### src/rtl/tamper_pkg.sv
package tamper_pkg;
  localparam int N_EXT    = 3;
  localparam int N_INT    = 4;
  localparam int N_SRC    = N_EXT + N_INT;
  localparam int INT_LSB  = 18;
  localparam int MASK_LSB = 8;
  localparam int AW       = 9;
  localparam int WW       = 32;

  localparam logic [AW-1:0] OFS_EN    = 9'h000;
  localparam logic [AW-1:0] OFS_POL   = 9'h004;
  localparam logic [AW-1:0] OFS_IE    = 9'h008;
  localparam logic [AW-1:0] OFS_STAT  = 9'h00C;
  localparam logic [AW-1:0] OFS_MSTAT = 9'h010;
  localparam logic [AW-1:0] OFS_CLR   = 9'h014;
  localparam logic [AW-1:0] BKP_BASE  = 9'h100;

  function automatic logic [WW-1:0] src_to_word(input logic [N_SRC-1:0] v);
    logic [WW-1:0] w;
    w = '0;
    for (int i = 0; i < N_EXT; i++) w[i] = v[i];
    for (int i = 0; i < N_INT; i++) w[INT_LSB+i] = v[N_EXT+i];
    return w;
  endfunction

  function automatic logic [N_SRC-1:0] word_to_src(input logic [WW-1:0] w);
    logic [N_SRC-1:0] v;
    for (int i = 0; i < N_EXT; i++) v[i] = w[i];
    for (int i = 0; i < N_INT; i++) v[N_EXT+i] = w[INT_LSB+i];
    return v;
  endfunction
endpackage

### src/rtl/tamper_chan.sv
module tamper_chan (
  input  logic clk_i,
  input  logic rst_ni,
  input  logic evt_i,
  input  logic en_i,
  input  logic msk_i,
  input  logic clr_i,
  output logic hit_o,
  output logic flag_nxt_o,
  output logic flag_o
);
  logic flag_q;

  // a clear in the same cycle reopens the channel, so the new pulse wins
  assign hit_o      = evt_i & en_i & (~flag_q | clr_i);
  assign flag_nxt_o = (hit_o & ~msk_i) | (flag_q & ~clr_i & ~msk_i);
  assign flag_o     = flag_q;

  always_ff @(posedge clk_i or negedge rst_ni) begin
    if (!rst_ni) flag_q <= 1'b0;
    else         flag_q <= flag_nxt_o;
  end
endmodule

### src/rtl/tamper_bkp_bank.sv
module tamper_bkp_bank #(
  parameter int N  = 32,
  parameter int DW = 32,
  parameter int IW = $clog2(N)
) (
  input  logic            clk_i,
  input  logic            rst_ni,
  input  logic            clear_i,
  input  logic            we_i,
  input  logic [IW-1:0]   idx_i,
  input  logic [DW-1:0]   wdata_i,
  output logic [N*DW-1:0] words_o
);
  for (genvar w = 0; w < N; w++) begin : g_word
    logic [DW-1:0] q;
    always_ff @(posedge clk_i or negedge rst_ni) begin
      if (!rst_ni)                        q <= '0;
      else if (clear_i)                   q <= '0;
      else if (we_i && idx_i == IW'(w))   q <= wdata_i;
    end
    assign words_o[w*DW +: DW] = q;
  end
endmodule

### src/rtl/tamper_guard.sv
module tamper_guard
  import tamper_pkg::*;
#(
  parameter int N_BKP = 32,
  parameter int DW    = WW
) (
  input  logic             clk_i,
  input  logic             rst_ni,
  input  logic [N_EXT-1:0] ext_evt_i,
  input  logic [N_INT-1:0] int_evt_i,
  input  logic             wr_en_dom_i,
  input  logic             erase_req_i,
  input  logic             reg_we_i,
  input  logic [AW-1:0]    reg_addr_i,
  input  logic [DW-1:0]    reg_wdata_i,
  output logic [DW-1:0]    reg_rdata_o,
  output logic [N_EXT-1:0] trig_o,
  output logic             evt_o,
  output logic             erase_o,
  output logic             irq_o
);
  localparam int IW = $clog2(N_BKP);
  localparam logic [AW:0] BKP_SPAN = (AW+1)'(4*N_BKP);

  logic [N_SRC-1:0] en_q, ie_q, flag_q, flag_nxt;
  logic [N_SRC-1:0] hit_src, set_src, ers_src, clr_src, msk_src, noer_src, evt_src;
  logic [N_EXT-1:0] mask_q, noer_q, trig_q;
  logic             evt_q, erase_q, hold_q, ers_now, wr;
  logic [AW-1:0]    bkp_off;
  logic             in_bkp;
  logic [IW-1:0]    bkp_idx;
  logic [N_BKP*DW-1:0] bkp_flat;

  assign wr = reg_we_i & wr_en_dom_i;

  always_comb begin
    bkp_off = reg_addr_i - BKP_BASE;
    in_bkp  = (reg_addr_i >= BKP_BASE) && (bkp_off[1:0] == 2'b00) && ({1'b0, bkp_off} < BKP_SPAN);
    bkp_idx = bkp_off[IW+1:2];
  end

  assign clr_src  = (wr && reg_addr_i == OFS_CLR) ? word_to_src(reg_wdata_i[WW-1:0]) : '0;
  assign msk_src  = {{N_INT{1'b0}}, mask_q};
  assign noer_src = {{N_INT{1'b0}}, noer_q};
  assign evt_src  = {int_evt_i, ext_evt_i};

  for (genvar s = 0; s < N_SRC; s++) begin : g_src
    tamper_chan u_chan (
      .clk_i     (clk_i),
      .rst_ni    (rst_ni),
      .evt_i     (evt_src[s]),
      .en_i      (en_q[s]),
      .msk_i     (msk_src[s]),
      .clr_i     (clr_src[s]),
      .hit_o     (hit_src[s]),
      .flag_nxt_o(flag_nxt[s]),
      .flag_o    (flag_q[s])
    );
  end

  assign set_src = hit_src & ~msk_src;
  assign ers_src = set_src & ~noer_src;
  assign ers_now = |ers_src;

  always_ff @(posedge clk_i or negedge rst_ni) begin
    if (!rst_ni) begin
      en_q   <= '0;
      ie_q   <= '0;
      mask_q <= '0;
      noer_q <= '0;
    end else if (wr) begin
      unique case (reg_addr_i)
        OFS_EN:  en_q <= word_to_src(reg_wdata_i[WW-1:0]);
        OFS_IE:  ie_q <= word_to_src(reg_wdata_i[WW-1:0]);
        OFS_POL: begin
          noer_q <= reg_wdata_i[N_EXT-1:0];
          mask_q <= reg_wdata_i[MASK_LSB +: N_EXT];
        end
        default: ;
      endcase
    end
  end

  always_ff @(posedge clk_i or negedge rst_ni) begin
    if (!rst_ni) begin
      trig_q  <= '0;
      evt_q   <= 1'b0;
      erase_q <= 1'b0;
      hold_q  <= 1'b0;
    end else begin
      trig_q  <= hit_src[N_EXT-1:0];
      evt_q   <= |set_src;
      erase_q <= ers_now;
      if (ers_now)          hold_q <= 1'b1;
      else if (~|flag_nxt)  hold_q <= 1'b0;
    end
  end

  tamper_bkp_bank #(.N(N_BKP), .DW(DW), .IW(IW)) u_bank (
    .clk_i  (clk_i),
    .rst_ni (rst_ni),
    .clear_i(ers_now | hold_q | erase_req_i),
    .we_i   (wr & in_bkp),
    .idx_i  (bkp_idx),
    .wdata_i(reg_wdata_i),
    .words_o(bkp_flat)
  );

  always_comb begin
    reg_rdata_o = '0;
    unique case (reg_addr_i)
      OFS_EN:    reg_rdata_o[WW-1:0] = src_to_word(en_q);
      OFS_IE:    reg_rdata_o[WW-1:0] = src_to_word(ie_q);
      OFS_STAT:  reg_rdata_o[WW-1:0] = src_to_word(flag_q);
      OFS_MSTAT: reg_rdata_o[WW-1:0] = src_to_word(flag_q & ie_q);
      OFS_POL: begin
        reg_rdata_o[N_EXT-1:0]           = noer_q;
        reg_rdata_o[MASK_LSB +: N_EXT]   = mask_q;
      end
      default: if (in_bkp) reg_rdata_o = bkp_flat[bkp_idx*DW +: DW];
    endcase
  end

  assign trig_o  = trig_q;
  assign evt_o   = evt_q;
  assign erase_o = erase_q;
  assign irq_o   = |(flag_q & ie_q);
endmodule

### config.mk
export PLATFORM = sky130hd
export DESIGN_NAME = tamper_guard
export DESIGN_NICKNAME = d
export VERILOG_FILES = /design/src/rtl/tamper_pkg.sv /design/src/rtl/tamper_chan.sv /design/src/rtl/tamper_bkp_bank.sv /design/src/rtl/tamper_guard.sv
export SDC_FILE = /design/constraint.sdc
export NUM_CORES = 2
export LEC_CHECK = 0
export BUFFER_PORTS_ARGS = -buffer_cell sky130_fd_sc_hd__buf_4
export CORE_MARGIN = 2
export CORE_UTILIZATION = 55
export CTS_BUF_LIST = sky130_fd_sc_hd__clkbuf_4
export DETAILED_ROUTE_END_ITERATION = 10
export HOLD_SLACK_MARGIN = 0.06
export PLACE_DENSITY = 0.77
export SYNTH_ARGS = -nofsm -noshare
export SYNTH_HDL_FRONTEND = slang
export SYNTH_SLANG_ARGS = --single-unit
### constraint.sdc
create_clock -name clk_i -period 2.95 [get_ports clk_i]
set_input_delay 0.1475 -clock clk_i [delete_from_list [all_inputs] [get_ports clk_i]]
set_output_delay 0.1475 -clock clk_i [all_outputs]
set_load 0.01 [all_outputs]
# Word level (Yosys, flattened, before mapping)
# Index checks and enable logic that the tools add are counted.
# W data, S select, Z words.
# op_classes
add_sub_neg	1
order_cmp	2
eq_ne	37
shifts	1
muxes	72
bitwise	67
reduce_logical	79
# op_table
operator	n
$mux W32	65
$shiftx A1024 B11 Y32	1
$pmux W21 S5	1
$eq A5 B5 Y1 const B	16
$reduce_bool A2 Y1	32
$eq A5 B4 Y1 const B	8
$logic_and A1 B1 Y1	35
$and A1 B1 Y1	29
$reduce_or A7 Y1	4
$and A7 B7 Y7	3
$eq A5 B3 Y1 const B	4
$eq A9 B4 Y1 const B	2
$eq A9 B5 Y1 const B	2
$not A1 Y1	17
$or A1 B1 Y1	16
$pmux W3 S5	1
$not A3 Y7	2
$eq A5 B2 Y1 const B	2
$eq A9 B3 Y1 const B	1
$ge A9 B9 Y1 const B	1
$logic_not A9 Y1	1
$lt A9 B8 Y1 const B	1
$sub A9 B9 Y9 const B	1
$mux W7	1
10 further kinds	13
# totals
regBits	1057
inputBits	53
output_inout_bits	38
elab_cells	306

# Logic depth before layout (Yosys ltp)
# logic_depth
ltp_word	11
depth_mapped	12
depth_no_buf	6

# Cells and area by module
# A second synthesis with hierarchy kept.
# unflattened
cells_unflattened	4171
hier_area_um2	54322.1
# by_module_without_submodules
module	n_inst	cells_per_inst	area_each_um2	seq_area_each_um2
tamper_bkp_bank	1	3469	44288.7	25624.6
tamper_guard	1	667	9560.4	650.6
tamper_chan	7	5	67.6	25.0

# Worst setup path after synthesis
# No wires, ideal clock.
# synth_timing
path_type	input -> output
startpoint	input reg_addr_i[2]
endpoint	output reg_rdata_o[18]
arrival_ns	2.513
t_required_ns	2.803
slack_ns	0.289
cell_stages	7
path_cell_list	clkbuf_1 > buf_2 > buf_1 > mux4_2 > mux4_2 > a22oi_1 > o311ai_0
# synth_via
elab_chain_cells	5
word_cells_on_any_way	13
classes_between	1 x add/sub; 2 x order compare; 4 x eq/ne; 1 x shift; 2 x mux; 3 x reduce/logical
# synth_rtl
item	line	rtl
from (decl)	tamper_guard.sv:14	input logic [AW-1:0] reg_addr_i,
parallel branches: the longest is 4 deep, another holds $sub A9 B9 Y9	--	
$pmux W21 S5 *	tamper_guard.sv:111	unique case (reg_addr_i)
to (decl)	tamper_guard.sv:16	output logic [DW-1:0] reg_rdata_o,
# Mark *: on every way between the ends.

# Worst setup path in the final report
# layout_timing
startpoint	register u_bank.g_word[19].q[0]
endpoint	output reg_rdata_o[0]
# layout_via
elab_chain_cells	3
# layout_rtl
item	line	rtl
from (decl)	tamper_bkp_bank.sv:15	logic [DW-1:0] q;
from (signal assigned)	tamper_bkp_bank.sv:19	else if (we_i && idx_i == IW'(w)) q <= wdata_i;
$shiftx A1024 B11 Y32	tamper_guard.sv:120	default: if (in_bkp) reg_rdata_o = bkp_flat[bkp_idx*DW +: DW];
$mux W32	tamper_guard.sv:120	
$pmux W3 S5	tamper_guard.sv:111	
# Every way passes these cells.

==> impl_metrics.xml <==
<?xml version="1.0" encoding="UTF-8"?>
<metrics>
  <group name="routing">
    <metric name="routed_via_density" unit="">6.41</metric>
    <metric name="route.vias.total" unit="">44200</metric>
    <metric name="drcViolationCount" unit="">0</metric>
    <metric name="routed_wire_length_per_instance" unit="microns">24.6</metric>
    <metric name="drt_iter0_drc" unit="">6130</metric>
    <metric name="route.antenna.remaining_nets" unit="">0</metric>
    <metric name="first_pass_iters" unit="">8</metric>
    <metric name="finalWirelength" unit="microns">169000</metric>
  </group>
  <group name="global_route">
    <metric name="grt_use_total" unit="%">36.1</metric>
    <metric name="globalRoute.totalOverflow" unit="">0</metric>
    <metric name="largest_net_degree_at_the_start_of_global_routing" unit="">131</metric>
    <metric name="grt_pass1_vias" unit="">45600</metric>
    <metric name="wire_length_of_the_first_global_routing_pass" unit="microns">260000</metric>
    <metric name="initial_antenna_violation_count" unit="">5</metric>
  </group>
  <group name="timing">
    <metric name="drv_slew" unit="">0</metric>
    <metric name="slew_at_the_pin_closest_to_its_max_slew_limit" unit="ns">1.48</metric>
    <metric name="rsz0062_at_grt" unit="">true</metric>
    <metric name="finalSetupViolCount" unit="">39</metric>
    <metric name="setup_ws" unit="ns">-0.419</metric>
    <metric name="fin_worst_hold_slack" unit="ns">0.148</metric>
    <metric name="finClkSkew" unit="ns">0.0915</metric>
    <metric name="maxClockFrequency" unit="GHz">0.297</metric>
    <metric name="layout_min_cycle_time" unit="ns">3.37</metric>
    <metric name="finalHoldViolCount" unit="">0</metric>
    <metric name="slew-limit-headroom" unit="%">0.999</metric>
    <metric name="final.period_utilization" unit="%">114</metric>
  </group>
  <group name="critical_path">
    <metric name="timing.critical_path.arrival" unit="ns">3.22</metric>
    <metric name="worst_r2r_startpoint" unit="">g_src[1].u_chan.flag_o</metric>
    <metric name="timing.critical_path.to_type" unit="">primary output</metric>
    <metric name="ff2ff_path_depth" unit="">8</metric>
    <metric name="crit_required" unit="ns">2.80</metric>
    <metric name="worstSetupPathType" unit="">flip-flop to primary output</metric>
    <metric name="ff2ff_setup_slack" unit="ns">0.07</metric>
    <metric name="crit_path_max_fanout" unit="">2</metric>
    <metric name="regToRegEndpoint" unit="">u_bank.g_word[18].q[24]</metric>
    <metric name="startpoint_type" unit="">flip-flop</metric>
  </group>
  <group name="floorplan">
    <metric name="design.die.area" unit="sq um">94600</metric>
    <metric name="cell_row_count" unit="">111</metric>
    <metric name="core_area" unit="sq um">91500</metric>
    <metric name="die_height" unit="microns">308</metric>
    <metric name="initial_core_util" unit="%">55.4</metric>
    <metric name="floorplan.die.width" unit="microns">308</metric>
    <metric name="ios" unit="">91</metric>
  </group>
  <group name="clock_network">
    <metric name="ctsLongestPathBuffers" unit="">4</metric>
    <metric name="clock_tree.htree_level_count" unit="">5</metric>
    <metric name="tritoncts" unit="">built</metric>
    <metric name="tritoncts_num_sinks" unit="">1057</metric>
    <metric name="cts.clk_slew.worst_paths" unit="ns">0.06</metric>
    <metric name="root_buffer" unit="">sky130_fd_sc_hd__clkbuf_4</metric>
    <metric name="clk_latency" unit="ns">1.19</metric>
    <metric name="num_cts_buffers" unit="">288</metric>
  </group>
  <group name="worst_hold_path">
    <metric name="min_from" unit="">reg_addr_i[0]</metric>
    <metric name="hold_crit_endpoint" unit="">u_bank.g_word[12].q[5]</metric>
    <metric name="hold_depth" unit="">7</metric>
    <metric name="min-delay-path-class" unit="">input pin to flip-flop</metric>
  </group>
  <group name="synth">
    <metric name="synth-seq-area-share" unit="%">52.2</metric>
    <metric name="synth_area_per_cell" unit="sq um">9.63</metric>
    <metric name="synth_cell_area" unit="sq um">50700</metric>
    <metric name="synth-main-ff-cell" unit="">sky130_fd_sc_hd__dfrtp_1</metric>
    <metric name="yosys_register_bits" unit="">1057</metric>
    <metric name="netlist_instances" unit="">5261</metric>
    <metric name="yosys.cell_types.count" unit="">47</metric>
    <metric name="synth.net_count" unit="">5314</metric>
    <metric name="synthesis.yosys.warnings" unit="">0</metric>
    <metric name="synth-edff-count" unit="">0</metric>
    <metric name="async_flop_share" unit="%">100</metric>
  </group>
  <group name="flow_run">
    <metric name="max_cap_violations" unit="">1</metric>
  </group>
  <group name="power">
    <metric name="worst_ir_drop_vdd" unit="uV">255</metric>
    <metric name="leakage_power" unit="nW">24.2</metric>
    <metric name="cellPowerDensity" unit="nW/um^2">505</metric>
  </group>
  <group name="cells_and_area">
    <metric name="final_layout_size_suffix_gt1_share" unit="%">22.8</metric>
    <metric name="layout.cell_area.non_filler" unit="sq um">59400</metric>
    <metric name="fillCellCount" unit="">6733</metric>
    <metric name="final_nets" unit="">5606</metric>
    <metric name="area_growth_syn_to_layout" unit="%">17.2</metric>
  </group>
  <group name="run_status">
    <metric name="run_status" unit="">finished, violations left</metric>
    <metric name="violations" unit="">capacitance limit, setup timing</metric>
  </group>
  <group name="place">
    <metric name="hpwlAfterDp" unit="microns">94600</metric>
    <metric name="placed_cell_area" unit="sq um">53400</metric>
    <metric name="port_buffers" unit="">90</metric>
    <metric name="gp_congestion" unit="">0.931</metric>
  </group>
</metrics>
cell usage after synthesis (5+ instances only):
library cell	number	share of area (%)
sky130_fd_sc_hd__a21oi_1	1019	10
sky130_fd_sc_hd__a21oi_2	30	0.52
sky130_fd_sc_hd__a22oi_1	13	0.19
sky130_fd_sc_hd__buf_1	42	0.31
sky130_fd_sc_hd__buf_2	73	0.72
sky130_fd_sc_hd__buf_6	42	0.93
sky130_fd_sc_hd__clkbuf_1	343	2.5
sky130_fd_sc_hd__dfrtp_1	1057	52
sky130_fd_sc_hd__mux2_2	21	0.47
sky130_fd_sc_hd__mux4_2	320	14
sky130_fd_sc_hd__nand2_1	2162	16
sky130_fd_sc_hd__nand3_1	19	0.19
sky130_fd_sc_hd__nand3b_1	9	0.13
sky130_fd_sc_hd__nor2_1	41	0.30
sky130_fd_sc_hd__nor3_1	6	0.059
sky130_fd_sc_hd__o41ai_1	5	0.086
area by class of cell:
class	count	area (sq um)	share of cell area, %
clock inverter	30	194	0.327
clock buffer	408	3060	5.16
multi-input combinational	3699	22600	38.1
timing repair buffer	505	5560	9.36
tap	1186	1480	2.50
sequential	1057	26500	44.6
inverter	2	7.51	0.0126
antenna	1	2.50	0.00422
per-stage QoR:
| stage | util [%] | total power, W | TNS (ns) | cells | setup slack (ns) |
|---|---|---|---|---|---|
| final | 64.9 | 0.0300 | -6.25 | 6888 | -0.419 |
| after global routing | 64.9 | 0.0310 | -8.36 | 6888 | -0.488 |
| after CTS | 64.5 | 0.0300 | -7.74 | 6861 | -0.465 |
| after detailed placement | 58.3 | 0.0174 | 0 | 6259 | 0.0241 |
| after global placement | 58.3 | 0.0174 | 0 | 6259 | 0.0666 |
| after floorplan | - | 0.0163 | 0 | 5261 | 0.289 |
routing by layer:
| layer | track usage [%] | share of wire, % | vias to the layer above |
|---|---|---|---|
| met4 | 22.7 | 6.8 | 8 |
| met2 | 55.5 | 46 | 3277 |
| met1 | 45.4 | 34 | 21700 |
| met3 | 10.4 | 13 | 855 |
| met5 | 0 | 0.027 | - |
| li1 | - | - | 18400 |
how the worst max path moves through the flow:
stage                           startpoint                       to  slack [ns]  cells after the start
detailed placement           reg_addr_i[6]  u_bank.g_word[29].q[18]        0.02                     12
finish              u_bank.g_word[19].q[0]           reg_rdata_o[0]       -0.42                      5
global route        u_bank.g_word[30].q[1]           reg_rdata_o[1]       -0.49                      5
global placement             reg_addr_i[6]  u_bank.g_word[18].q[18]        0.07                     12
CTS                 u_bank.g_word[19].q[0]           reg_rdata_o[0]       -0.46                      5
floorplan                    reg_addr_i[2]          reg_rdata_o[18]        0.29                      7
worst max-delay path: stages (launching register included):
cell and delay (ns):
sky130_fd_sc_hd__dfrtp_1 0.38, sky130_fd_sc_hd__mux4_2 0.48, sky130_fd_sc_hd__mux4_2 0.55, sky130_fd_sc_hd__a22o_1 0.25, sky130_fd_sc_hd__a221o_1 0.30, sky130_fd_sc_hd__buf_6 0.14
logic make-up (layout without fill, tap and decap cells):
group,Yosys count,count (layout),synth area share [%]
other cells,0,1,0
simple gates,2266,2269,17.2
mux,345,345,14.8
buf+inv,508,945,4.69
compound gates,1085,1085,11.2
flops,1057,1057,52.2
report_power, final:
group          total, W  switching [W]  internal (W)
sequential       0.0146      0.0000318        0.0145
clock            0.0125        0.00600       0.00652
combinational   0.00293        0.00197      0.000955
cells in the final DEF (no fill, tap or decap), drive strengths merged, types with 4 or more instances in the layout:
master / instances
a21oi: 1049
a22oi: 13
buf: 382
clkbuf: 410
clkinv: 22
dfrtp: 1057
dlygate4sd3: 119
inv: 7
mux2: 21
mux2i: 4
mux4: 320
nand2: 2162
nand3: 19
nand3b: 9
nand4: 4
nor2: 44
nor2b: 4
nor3: 6
nor4: 4
o211ai: 4
o41ai: 6
registers in the layout, summed over array words and instances, names as in the netlist:
| signal | flops |
|---|---|
| en_q | 7 |
| erase_o | 1 |
| evt_o | 1 |
| g_src.u_chan.flag_o | 7 |
| hold_q | 1 |
| ie_q | 7 |
| mask_q | 3 |
| noer_q | 3 |
| trig_o | 3 |
| u_bank.g_word.q | 1024 |
timing repair:
action | in CTS | in global routing
pin swaps | 23 | 15
setup endpoints to repair | 32 | 923
buffers inserted | 11 | 22
endpoints found under the hold margin | 2114 | 1
resized for setup | 106 | 27
hold buffers | 153 | 1
cloned | 0 | 4
Power figures use the tool's default switching activity.
